[src/rtl/smul_pkg.sv]
package smul_pkg;

    typedef enum logic [1:0] {
        ST_LOAD  = 2'd0,
        ST_MULT  = 2'd1,
        ST_READY = 2'd2,
        ST_DRAIN = 2'd3
    } smul_state_t;

    typedef enum logic [1:0] {
        DP_HOLD  = 2'd0,
        DP_LOAD  = 2'd1,
        DP_ADDSH = 2'd2,
        DP_SHR   = 2'd3
    } smul_op_t;

endpackage

[src/rtl/smul_and_row.sv]
module smul_and_row #(
    parameter int N = 3
) (
    input  logic [N-1:0] mcand,
    input  logic         sel,
    output logic [N-1:0] pp
);

    for (genvar i = 0; i < N; i++) begin : g_and
        assign pp[i] = mcand[i] & sel;
    end

endmodule

[src/rtl/smul_ctrl.sv]
module smul_ctrl
    import smul_pkg::*;
#(
    parameter int N = 3
) (
    input  logic     clk,
    input  logic     rst,
    input  logic     shift_en,
    output smul_op_t op,
    output logic     done
);

    localparam int CW = $clog2(2 * N);
    localparam logic [CW-1:0] LAST_HALF = CW'(N - 1);
    localparam logic [CW-1:0] LAST_FULL = CW'(2 * N - 1);

    smul_state_t     state_q, state_d;
    logic [CW-1:0]   cnt_q, cnt_d;

    // next state and step count
    always_comb begin
        state_d = state_q;
        cnt_d   = cnt_q;
        if (shift_en) begin
            unique case (state_q)
                ST_LOAD: begin
                    if (cnt_q == LAST_HALF) begin
                        state_d = ST_MULT;
                        cnt_d   = '0;
                    end else begin
                        cnt_d = cnt_q + 1'b1;
                    end
                end
                ST_MULT: begin
                    if (cnt_q == LAST_HALF) begin
                        state_d = ST_READY;
                        cnt_d   = '0;
                    end else begin
                        cnt_d = cnt_q + 1'b1;
                    end
                end
                ST_READY: begin
                    state_d = ST_DRAIN;
                    cnt_d   = CW'(1);
                end
                ST_DRAIN: begin
                    if (cnt_q == LAST_FULL) begin
                        state_d = ST_LOAD;
                        cnt_d   = '0;
                    end else begin
                        cnt_d = cnt_q + 1'b1;
                    end
                end
            endcase
        end
    end

    // outputs
    always_comb begin
        op   = DP_HOLD;
        done = (state_q == ST_READY);
        if (shift_en) begin
            unique case (state_q)
                ST_LOAD:  op = DP_LOAD;
                ST_MULT:  op = DP_ADDSH;
                ST_READY: op = DP_SHR;
                ST_DRAIN: op = DP_SHR;
            endcase
        end
    end

    // state register
    always_ff @(posedge clk) begin
        if (rst) begin
            state_q <= ST_LOAD;
            cnt_q   <= '0;
        end else begin
            state_q <= state_d;
            cnt_q   <= cnt_d;
        end
    end

endmodule

[src/rtl/smul_datapath.sv]
module smul_datapath
    import smul_pkg::*;
#(
    parameter int N = 3
) (
    input  logic           clk,
    input  logic           rst,
    input  smul_op_t       op,
    input  logic           ser_in,
    input  logic [N-1:0]   mcand,
    output logic [2*N-1:0] product
);

    logic [N-1:0] acc_q;
    logic [N-1:0] mreg_q;
    logic [N-1:0] pp;
    logic [N:0]   sum;

    smul_and_row #(.N(N)) u_row (
        .mcand (mcand),
        .sel   (mreg_q[0]),
        .pp    (pp)
    );

    assign sum     = {1'b0, acc_q} + {1'b0, pp};
    assign product = {acc_q, mreg_q};

    always_ff @(posedge clk) begin
        if (rst) begin
            acc_q  <= '0;
            mreg_q <= '0;
        end else begin
            unique case (op)
                DP_HOLD: ;
                DP_LOAD: begin
                    mreg_q <= (mreg_q << 1) | N'(ser_in);
                end
                DP_ADDSH: begin
                    acc_q  <= sum[N:1];
                    mreg_q <= {sum[0], mreg_q[N-1:1]};
                end
                DP_SHR: begin
                    acc_q  <= acc_q >> 1;
                    mreg_q <= {acc_q[0], mreg_q[N-1:1]};
                end
            endcase
        end
    end

endmodule

[src/rtl/serial_shift_mult.sv]
module serial_shift_mult
    import smul_pkg::*;
#(
    parameter int N = 3
) (
    input  logic           clk,
    input  logic           rst,
    input  logic           shift_en,
    input  logic           ser_in,
    input  logic [N-1:0]   mcand,
    output logic [2*N-1:0] product,
    output logic           done
);

    smul_op_t op;

    smul_ctrl #(.N(N)) u_ctrl (
        .clk      (clk),
        .rst      (rst),
        .shift_en (shift_en),
        .op       (op),
        .done     (done)
    );

    smul_datapath #(.N(N)) u_dp (
        .clk     (clk),
        .rst     (rst),
        .op      (op),
        .ser_in  (ser_in),
        .mcand   (mcand),
        .product (product)
    );

endmodule

[config.mk]
export PLATFORM = sky130hd
export DESIGN_NAME = serial_shift_mult
export DESIGN_NICKNAME = d
export VERILOG_FILES = /design/src/rtl/smul_pkg.sv /design/src/rtl/smul_and_row.sv /design/src/rtl/smul_ctrl.sv /design/src/rtl/smul_datapath.sv /design/src/rtl/serial_shift_mult.sv
export SDC_FILE = /design/constraint.sdc
export NUM_CORES = 1
export LEC_CHECK = 0
export BUFFER_PORTS_ARGS = -buffer_cell sky130_fd_sc_hd__clkbuf_2
export CORE_MARGIN = 8
export CORE_UTILIZATION = 53
export CTS_CLUSTER_SIZE = 14
export DETAILED_ROUTE_END_ITERATION = 7
export GPL_TIMING_DRIVEN = 0
export PLACE_DENSITY_LB_ADDON = 0.08
export SYNTH_ARGS = -nofsm -noshare
export SYNTH_HDL_FRONTEND = slang
export SYNTH_SLANG_ARGS = --single-unit
export TNS_END_PERCENT = 1
[constraint.sdc]
create_clock -name clk -period 2.2 [get_ports clk]
set_input_delay 0.55 -clock clk [delete_from_list [all_inputs] [get_ports clk]]
set_output_delay 0.55 -clock clk [all_outputs]
set_load 0.05 [all_outputs]
Yosys cells after proc, flatten, opt, wreduce, memory -nomap -nowiden
Cells that the tools add are included.
{"block": "classes", "n_eq_ne": 11, "n_reduce_logical": 6, "bitwise_logic": 4, "n_addsub": 2, "n_mux": 11}
{"cell": "3-bit one-hot mux with 3 select lines", "count": 2}
{"cell": "2-bit equality test (second input constant)", "count": 4}
{"cell": "2-bit 2-to-1 mux", "count": 4}
{"cell": "2-bit one-hot mux with 4 select lines", "count": 1}
{"cell": "3-bit 2-to-1 mux", "count": 2}
{"cell": "2-bit by 1-bit inequality test with 1-bit output (second input constant)", "count": 3}
{"cell": "2-bit one-hot mux with 3 select lines", "count": 1}
{"cell": "3-bit one-hot mux with 2 select lines", "count": 1}
{"cell": "3-bit by 3-bit adder with 4-bit output", "count": 1}
{"cell": "2-bit by 1-bit equality test with 1-bit output (second input constant)", "count": 2}
{"cell": "4-bit AND reduction", "count": 1}
{"cell": "2-bit OR reduction", "count": 2}
{"cell": "3-bit by 1-bit adder with 3-bit output (second input constant)", "count": 1}
{"cell": "1-bit bitwise AND", "count": 3}
{"cell": "3-bit by 2-bit equality test with 1-bit output (second input constant)", "count": 1}
{"cell": "3-bit equality test (second input constant)", "count": 1}
{"cell": "3-bit by 1-bit bitwise OR with 3-bit output", "count": 1}
{"cell": "3-bit nonzero test", "count": 1}
{"cell": "2-bit zero test", "count": 1}
{"cell": "2-bit nonzero test", "count": 1}
{"block": "word_totals", "out_inout_bits": 7, "inputBits": 7, "register_bits": 11, "wordCells": 38}

Logic depth before layout (Yosys ltp)
Gate-level depths: netlist (run 1).
{"block": "logic_depth", "word_depth": 6, "ltp_mapped": 7, "mapped_depth_nobuf": 7}

By module
A second synthesis (run 1) with hierarchy kept.
{"block": "hier_totals", "cells_unflattened": 81, "hier_area_um2": 783.3}
{"module": "smul_datapath", "area_each_um2": 385.4, "cells_each": 37, "seq_area_each_um2": 120.1, "n_inst": 1}
{"module": "smul_ctrl", "area_each_um2": 379.1, "cells_each": 41, "seq_area_each_um2": 100.1, "n_inst": 1}
{"module": "smul_and_row", "area_each_um2": 18.8, "cells_each": 3, "seq_area_each_um2": 0.0, "n_inst": 1}

Worst setup path before layout (run 1)
OpenSTA, ideal clock, no wires.
{"block": "synth_timing", "path_kind": "register to register", "from": "register u_dp.acc_q[0]", "to": "register u_dp.acc_q[0]", "setup_ns": 0.130, "t_required_ns": 2.070, "arrival_time_ns": 1.992, "path_buffers": 0, "stages_incl_launch_ff": 7, "path_slack_ns": 0.078, "synth_period_minus_slack_ns": 2.122, "cell_sequence": "dfxtp_1 ha_1 inv_1 fa_1 or3b_2 o211ai_1 a21oi_1"}
{"block": "synth_between", "elab_chain_cells": 2}
{"element": "from (decl)", "line_no": "smul_datapath.sv:14", "rtl": "logic [N-1:0] acc_q;"}
{"element": "from (signal assigned)", "line_no": "smul_datapath.sv:39", "rtl": "acc_q <= sum[N:1];"}
{"element": "from (signal assigned)", "line_no": "smul_datapath.sv:43", "rtl": "acc_q <= acc_q >> 1;"}
{"element": "3-bit by 3-bit adder with 4-bit output", "line_no": "smul_datapath.sv:25", "rtl": "assign sum = {1'b0, acc_q} + {1'b0, pp};"}
{"element": "3-bit one-hot mux with 2 select lines", "line_no": "smul_datapath.sv:33", "rtl": "unique case (op)"}
Every way passes these cells.
A chain may end at the register's enable or synchronous reset.

Final worst setup path (run 1)
{"block": "layout_timing", "from": "register u_dp.mreg_q[0]", "to": "register u_dp.acc_q[0]"}
{"block": "layout_between", "elab_chain_cells": 3, "elab_cells_between_ends": 4, "classes_between": "add/sub: 1; mux: 1; bitwise: 2"}
{"element": "from (decl)", "line_no": "smul_datapath.sv:15", "rtl": "logic [N-1:0] mreg_q;"}
{"element": "from (signal assigned)", "line_no": "smul_datapath.sv:36", "rtl": "mreg_q <= (mreg_q << 1) | N'(ser_in);"}
{"element": "from (signal assigned)", "line_no": "smul_datapath.sv:40", "rtl": "mreg_q <= {sum[0], mreg_q[N-1:1]};"}
{"element": "from (signal assigned)", "line_no": "smul_datapath.sv:44", "rtl": "mreg_q <= {acc_q[0], mreg_q[N-1:1]};"}
{"element": "1-bit bitwise AND", "line_no": "smul_and_row.sv:10", "rtl": "assign pp[i] = mcand[i] & sel;"}
{"element": "3-bit by 3-bit adder with 4-bit output (*)", "line_no": "smul_datapath.sv:25"}
{"element": "3-bit one-hot mux with 2 select lines (*)", "line_no": "smul_datapath.sv:33"}
Every way passes the cells marked *; elsewhere a longest branch is shown, timed or not.

==> results.json, run 1 <==
{
  "crit_path_end_kind": "flip-flop",
  "clock_skew_ps": 3.10,
  "synth_edf_count": 0,
  "wl_um": 1670,
  "core_area_um2": 1440,
  "arrival_ps": 2160,
  "path_class": "flip-flop to flip-flop",
  "finalCriticalPeriod_ps": 2020,
  "status": "finished clean",
  "grt.overflow.total": 0,
  "hold_viol_final": 0,
  "die_y_um": 54.4,
  "antenna_cells": 0,
  "synth.top_cells.by_area": "dfxtp_1 (28%), ha_1 (13%), a21oi_1 (5.1%)",
  "fmax_ghz": 0.495,
  "place.gp.congestion": 0.735,
  "top_layer": "met4",
  "synthFlopType": "dfxtp_1",
  "synthesis.instances": 90,
  "drt-met1-wl_um": 746,
  "max_cap_violations": 0,
  "ir_worst_vdd_mv": 0.309,
  "cts_tree": "yes",
  "antenna_found_initial": 0,
  "first_iter_violations": 5,
  "clock_sinks": 11,
  "port_buffers": 13,
  "clock_path_buffers": 2,
  "grt_pass1_vias": 658,
  "setup_slack_ps": 182,
  "die_w_um": 54.4,
  "synth.most_common_cell": "dfxtp_1",
  "ys_seq_area_share_pct": 28.2,
  "clockRootBuffer": "clkbuf_4",
  "drive_above_1_share_pct": 21.5,
  "power.leakage_uw": 0.000384,
  "timing.setup.tns_ps": 0,
  "yosysTopAreaCell": "dfxtp_1",
  "io_pins": 14,
  "clkSlewWorstSetupHoldPaths_ps": 80,
  "rows": 14,
  "async_flop_share_pct": 0,
  "firstDrtPassIters": 4,
  "synth_seq_cells": 11,
  "avgSynthCellArea_um2": 8.67,
  "viasPerCell": 5.59,
  "holdBufCountCts": 0,
  "antenna_left": 0,
  "syn_nets": 106,
  "cts_made_buffers": 3,
  "grt_max_degree": 11,
  "initial_core_util_pct": 54.4,
  "maxSlewHeadroom_pct": 71.5,
  "dr_wl_met3_um": 119,
  "htreeDepth": 1,
  "num_vias": 687,
  "hp-class": "flip-flop to flip-flop",
  "grt_first_pass_wirelength_um": 2820,
  "dr_wl_met2_um": 784,
  "critical_path.startpoint_type": "flip-flop",
  "setup_viol": 0,
  "synth_commonest_cells": "dfxtp_1 (11), a21oi_1 (8), ha_1 (8), inv_1 (8)",
  "yosysTopAreaCellShare_pct": 28.2,
  "pre_cts_ws_ps": -11.5,
  "post_cts_buffers": 0,
  "path_max_fanout": 6,
  "dieArea_um2": 2960,
  "worstPathRequired_ps": 2340,
  "rsz0062_at_grt": "no",
  "area_growth_pct": 14.3,
  "final_nets": 124,
  "p_per_area_nw_per_um2": 502,
  "drv_slew": 0,
  "dp.final_hpwl_um": 1250,
  "drc_errors": 0,
  "worst_slew_pin_slew_ps": 428,
  "grtUsageTotal_pct": 12.9,
  "synth-warning-count": 0,
  "mappedNetlistArea_um2": 781,
  "post_cts_resized": 0,
  "detail_route.wl_per_cell_um": 13.6,
  "insertion_delay_ps": 270,
  "period_share_pct": 91.7,
  "yosysUniqueCellTypes": 36
}
## layer usage
| layer | vias to the layer above | global-route usage (%) |
|---|---|---|
| li1 | 363 | - |
| met1 | 303 | 14.9 |
| met2 | 19 | 21.0 |
| met3 | 2 | 2.99 |
| met4 | 0 | 7.79 |
| met5 | - | 0 |
## placed cells by master, fill, tap and decap left out, types with 3 or more instances in the layout
master,n
clkbuf_2,13
dfxtp_1,11
inv_1,8
a21oi_1,8
ha_1,8
nor2_1,6
nand2b_1,6
nand2_1,5
a211oi_1,4
o21ai_0,3
clkbuf_4,3
## registers in the layout, indices dropped and copies added, names as in the netlist
signal          count
u_ctrl.state_q      2
u_ctrl.cnt_q        3
u_dp.mreg_q         3
u_dp.acc_q          3
## cells by family after synthesis
logic type	after synthesis	synth area share (%)
buffers and inverters	12	7.37
multiplexers	2	2.56
AO/OA/AOI/OAI	27	23.9
flip-flops	11	28.2
XOR/XNOR	1	1.12
adder cells (fa/ha/maj)	9	15.4
AND/OR/NAND/NOR	28	21.5
## worst max-delay path, cell delays in order (launching register included)
cell,delay [ps]
dfxtp_1,410
and2_1,150
ha_1,160
inv_1,60
fa_1,480
or3b_2,440
o211ai_1,100
a21oi_1,90
## through the flow
stage	cells	util [%]	hold WS (ps)	area, µm²	power [µW]
finish	123	62.1	487	892	448
global route	123	62.1	519	892	475
CTS	123	62.1	487	892	456
detailed placement	119	60.3	475	866	312
global placement	119	60.3	481	866	309
floorplan	90	-	473	781	289
## path summary, 6_finish.rpt
path	startpoint	cells past startpoint	to	slack, ps
worst max-delay path	u_dp.mreg_q[0]	7	u_dp.acc_q[0]	180
worst max register to register	u_dp.mreg_q[0]	7	u_dp.acc_q[0]	180
worst min register to register	u_dp.mreg_q[2]	2	u_dp.mreg_q[2]	490
worst min-delay path	u_dp.mreg_q[2]	2	u_dp.mreg_q[2]	490
## power breakdown
group          leakage (µW)  total, µW  switching (µW)  internal, µW
sequential        0.0000896        218            10.9           208
clock             0.0000150        141            70.9          70.1
combinational      0.000280       88.4            51.5          36.9
## layout make-up
type / instances / area, µm²
Timing Repair Buffer: 13 / 65.1
Multi-Input combinational cell: 67 / 503
Buffer: 4 / 27.5
Clock buffer: 4 / 26.3
Sequential cell: 11 / 220
Tap cell: 16 / 20.0
Inverter: 8 / 30.0
Fill cell: 134 / 544
Note: power is estimated with default switching activity, not from simulation.
==> inputs of run 2 (changes only) <==
--- a/config.mk
+++ b/config.mk
@@ -6,7 +6,7 @@
 export NUM_CORES = 1
 export LEC_CHECK = 0
 export BUFFER_PORTS_ARGS = -buffer_cell sky130_fd_sc_hd__clkbuf_2
-export CORE_MARGIN = 8
+export CORE_MARGIN = 5
 export CORE_UTILIZATION = 53
 export CTS_CLUSTER_SIZE = 14
 export DETAILED_ROUTE_END_ITERATION = 7
==> results.json, run 2 (same netlist as run 1, synthesis figures left out) <==
{
  "period_share_pct": 90.7,
  "path_max_fanout": 6,
  "antenna_left": 0,
  "die_w_um": 48.4,
  "fmax_ghz": 0.501,
  "port_buffers": 13,
  "post_cts_resized": 0,
  "worst_slew_pin_slew_ps": 392,
  "grt_first_pass_wirelength_um": 2590,
  "grt_max_degree": 11,
  "mostFrequentLayoutCells": "clkbuf_2 (13), dfxtp_1 (11), inv_1 (8), a21oi_1 (8), ha_1 (8)",
  "antenna_found_initial": 0,
  "rows": 13,
  "clock_skew_ps": 2.26,
  "largestRegisters": "u_ctrl.cnt_q x3, u_dp.acc_q x3, u_dp.mreg_q x3",
  "hold_viol_final": 0,
  "worstPathRequired_ps": 2340,
  "ir_worst_vdd_mv": 0.413,
  "cts_made_buffers": 3,
  "cts_tree": "yes",
  "arrival_ps": 2140,
  "maxSlewHeadroom_pct": 73.8,
  "core_area_um2": 1350,
  "rsz0062_at_grt": "no",
  "critical_path.startpoint_type": "flip-flop",
  "dieArea_um2": 2340,
  "io_pins": 14,
  "initial_core_util_pct": 57.8,
  "drv_slew": 0,
  "antenna_cells": 0,
  "firstDrtPassIters": 4,
  "die_y_um": 48.4,
  "grt_pass1_vias": 635,
  "holdBufCountCts": 0,
  "hp-class": "flip-flop to flip-flop",
  "drc_errors": 0,
  "wl_um": 1470,
  "power.leakage_uw": 0.000384,
  "setup_viol": 0,
  "num_vias": 684,
  "viasPerCell": 5.61,
  "detail_route.wl_per_cell_um": 12.0,
  "grtUsageTotal_pct": 13.5,
  "finalCriticalPeriod_ps": 2000,
  "worst_hold_slack_ps": 493,
  "final_common_cell": "clkbuf_2",
  "clock_path_buffers": 2,
  "path_class": "flip-flop to flip-flop",
  "status": "finished clean",
  "insertion_delay_ps": 270,
  "timing.setup.tns_ps": 0,
  "grt.overflow.total": 0,
  "place.gp.congestion": 0.814,
  "area_growth_pct": 14.1,
  "max_cap_violations": 0,
  "dp.final_hpwl_um": 1100,
  "p_per_area_nw_per_um2": 497,
  "post_cts_buffers": 0,
  "clock_sinks": 11,
  "crit_path_end_kind": "flip-flop",
  "clockRootBuffer": "clkbuf_4",
  "final_nets": 124,
  "clkSlewWorstSetupHoldPaths_ps": 70,
  "htreeDepth": 1,
  "final_util_pct": 66.0,
  "drive_above_1_share_pct": 21.5,
  "first_iter_violations": 11
}
run 2: cell counts in the layout (fill, tap and decap cells not counted):
Identical to the previous run, type by type.
run 2: critical path: stages, from the launching register on:
cell	delay (ps)
dfxtp_1	410
and2_1	150
ha_1	160
inv_1	50
fa_1	480
or3b_2	430
o211ai_1	100
a21oi_1	80
run 2: through the flow:
step | cell area, µm² | std cells | setup slack (ps) | power [µW]
6_report | 891 | 122 | 205 | 443
5_1_grt | 891 | 122 | 124 | 472
4_1_cts | 891 | 122 | 188 | 450
3_5_place_dp | 865 | 118 | 18.4 | 310
3_3_place_gp | 865 | 118 | 18.4 | 309
2_1_floorplan | 781 | 90 | 78.3 | 289
run 2: per-layer routing:
metal,global-route usage (%),routed length (µm),vias to the layer above
met2,20.0,611,19
met3,4.28,92,4
met5,0,0,-
met4,8.29,23,0
met1,16.7,737,306
li1,-,-,355
run 2: final timing paths:
kind	slack (ps)	end	depth (start not counted)	startpoint
worst max-delay path	200	u_dp.acc_q[0]	7	u_dp.mreg_q[0]
worst min-delay path	490	u_dp.mreg_q[2]	2	u_dp.mreg_q[2]
worst max register to register	200	u_dp.acc_q[0]	7	u_dp.mreg_q[0]
worst min register to register	490	u_dp.mreg_q[2]	2	u_dp.mreg_q[2]
run 2: where the power goes:
part	total, µW	switching, µW	internal (µW)
clock	138	67.6	70.1
sequential	218	10.7	208
combinational	86.4	49.9	36.6
run 2: cell type report:
| type | instances | area [µm²] |
|---|---|---|
| buffer | 4 | 27.5 |
| clock buffer | 4 | 26.3 |
| inverter | 8 | 30.0 |
| fill | 117 | 459 |
| timing repair buffer | 13 | 65.1 |
| sequential | 11 | 220 |
| tap | 15 | 18.8 |
| multi-input combinational | 67 | 503 |
==> inputs of run 3 (changes only) <==
--- a/config.mk
+++ b/config.mk
@@ -5,6 +5,7 @@
 export SDC_FILE = /design/constraint.sdc
 export NUM_CORES = 1
 export LEC_CHECK = 0
+export ABC_CLOCK_PERIOD_IN_PS = 2200
 export BUFFER_PORTS_ARGS = -buffer_cell sky130_fd_sc_hd__clkbuf_2
 export CORE_MARGIN = 5
 export CORE_UTILIZATION = 53
@@ -14,5 +15,6 @@
 export PLACE_DENSITY_LB_ADDON = 0.08
 export SYNTH_ARGS = -nofsm -noshare
 export SYNTH_HDL_FRONTEND = slang
+export SYNTH_HIERARCHICAL = 1
 export SYNTH_SLANG_ARGS = --single-unit
 export TNS_END_PERCENT = 1
==> results.json, run 3 <==
{
  "largestRegisters": "u_ctrl/cnt_q x3, u_dp/acc_q x3, u_dp/mreg_q x3",
  "finalCriticalPeriod_ps": 1810,
  "post_cts_buffers": 0,
  "yosysUniqueCellTypes": 32,
  "pwr-share-clk_pct": 31.1,
  "rsz0062_at_grt": "no",
  "p_comb_share_pct": 18.1,
  "clock_sinks": 11,
  "grt_first_pass_wirelength_um": 2330,
  "synth_edf_count": 0,
  "p_per_area_nw_per_um2": 473,
  "arrival_ps": 1260,
  "hold_viol_final": 0,
  "setup_slack_ps": 387,
  "synthFlopType": "dfxtp_1",
  "clock_skew_ps": 0.596,
  "p_sw_uw": 111,
  "final_nets": 115,
  "path_max_fanout": 5,
  "num_vias": 599,
  "die_w_um": 48.4,
  "met3_usage_pct": 5.81,
  "status": "finished clean",
  "grtUsageMet2_pct": 16.1,
  "yosys.area_share.simple_pct": 21.7,
  "synth_top_family_by_area": "simple AND/OR/NAND/NOR gates",
  "worst_slew_pin_slew_ps": 279,
  "first_iter_violations": 12,
  "clock_path_buffers": 2,
  "ys_seq_area_share_pct": 28.1,
  "rrSetupSlack_ps": 500,
  "grt_pass1_vias": 518,
  "synthesis.instances": 81,
  "grtUsageTotal_pct": 12.2,
  "critical_path.startpoint_type": "flip-flop",
  "antenna_found_initial": 0,
  "internal_power_uw": 312,
  "grt.met1_usage_pct": 17.6,
  "ir_worst_vdd_mv": 0.479,
  "dp.final_hpwl_um": 992,
  "crit_path_end_kind": "output pin",
  "timing.setup.tns_ps": 0,
  "max_cap_violations": 0,
  "synth_commonest_cells": "dfxtp_1 (11), ha_1 (8), inv_1 (7)",
  "synth_mux_area_share_pct": 12.1,
  "async_flop_share_pct": 0,
  "antenna_cells": 0,
  "worstPathRequired_ps": 1650,
  "mostFrequentLayoutCells": "clkbuf_2 (13), dfxtp_1 (11), ha_1 (8)",
  "synth-xor-area-share_pct": 1.12,
  "period_share_pct": 82.4,
  "drc_errors": 0,
  "cts_tree": "yes",
  "synth.top_cells.by_area": "dfxtp_1 (28%), ha_1 (13%), mux2i_1 (6.4%)",
  "post_cts_resized": 0,
  "synth-warning-count": 6,
  "avgSynthCellArea_um2": 9.67,
  "maxSlewHeadroom_pct": 81.5,
  "synth_seq_cells": 11,
  "core_area_um2": 1350,
  "area_growth_pct": 14.1,
  "holdBufCountCts": 0,
  "yosysTopAreaCell": "dfxtp_1",
  "synth_compound_area_share_pct": 14.9,
  "switching_share_pct": 26.2,
  "busiest_layer": "met1",
  "final_common_cell": "clkbuf_2",
  "cts_made_buffers": 3,
  "firstDrtPassIters": 4,
  "pre_cts_ws_ps": 314,
  "drv_slew": 0,
  "syn_nets": 97,
  "pwr-share-seq_pct": 50.8,
  "mappedNetlistArea_um2": 783,
  "port_buffers": 13,
  "synth_adder_area_share_pct": 15.3,
  "fmax_ghz": 0.552,
  "yosysTopAreaCellShare_pct": 28.1,
  "setup_viol": 0,
  "grt.overflow.total": 0,
  "viasPerCell": 5.30,
  "initial_core_util_pct": 58.0,
  "die_y_um": 48.4,
  "wl_um": 1280,
  "grt_max_degree": 14,
  "synth.most_common_cell": "dfxtp_1",
  "detail_route.wl_per_cell_um": 11.3,
  "insertion_delay_ps": 260,
  "htreeDepth": 1,
  "clockRootBuffer": "clkbuf_4",
  "dieArea_um2": 2350,
  "rr_worst_depth": 6,
  "min_delay_path_depth": 2,
  "clkSlewWorstSetupHoldPaths_ps": 60,
  "antenna_left": 0,
  "io_pins": 14,
  "drive_above_1_share_pct": 26.5,
  "rows": 13,
  "place.gp.congestion": 0.775,
  "power.leakage_uw": 0.000369,
  "path_class": "flip-flop to output pin",
  "hp-class": "flip-flop to flip-flop"
}
## run 3: changes by cell type after synthesis, moves of 2 or more
cell	previous run	this run
a32oi_1	2	0
mux2i_1	2	5
mux2_2	0	2
a21oi_1	8	6
nand2b_1	6	4
nand2_1	5	2
o21ai_0	3	1
nor2b_1	0	2
## run 3: metal layers
metal	vias up	wire length (µm)
met3	2	67
li1	321	-
met1	266	624
met5	-	0
met4	0	9
met2	10	577
## run 3: layout make-up
type,count,area [µm²]
Timing Repair Buffer,13,65.1
Inverter,7,26.3
Clock buffer,4,26.3
Tap cell,15,18.8
Multi-Input combinational cell,60,510
Fill cell,105,457
Sequential cell,11,220
Buffer,3,26.3
## run 3: cells by family after synthesis
kind of cell    count (synthesis)
compound gates                 17
xor+xnor                        1
fa+ha+maj                       9
buf+inv                        10
flops                          11
mux                             8
simple gates                   25
## run 3: worst paths after layout
kind / start / to
hold / removal: u_dp/acc_q[0] / u_dp/acc_q[0]
hold reg to reg: u_dp/acc_q[0] / u_dp/acc_q[0]
setup / recovery: u_ctrl/state_q[0] / done
setup reg to reg: u_ctrl/state_q[1] / u_dp/mreg_q[2]
## run 3: power by group through the flow
stage / Sequential, µW / Combinational, µW / Clock [µW]
2_1_floorplan: 228 / 48.3 / 0
3_3_place_gp: 219 / 75.7 / 0
3_5_place_dp: 219 / 76.8 / 0
4_1_cts: 215 / 77.2 / 139
5_1_grt: 217 / 84.4 / 151
6_report: 215 / 76.5 / 132
## run 3: per-stage QoR
stage / hold WS (ps) / instances / utilization, % / power [µW] / instance area (µm²)
2_1_floorplan: 476 / 81 / - / 277 / 783
3_3_place_gp: 494 / 109 / 64.2 / 295 / 867
3_5_place_dp: 498 / 109 / 64.2 / 296 / 867
4_1_cts: 511 / 113 / 66.2 / 431 / 893
5_1_grt: 532 / 113 / 66.2 / 452 / 893
6_report: 506 / 113 / 66.2 / 423 / 893
## run 3: worst max-delay path, stage by stage (launching register included)
cell and delay [ps]:
dfxtp_1 340, inv_1 110, ha_1 250, clkbuf_2 310
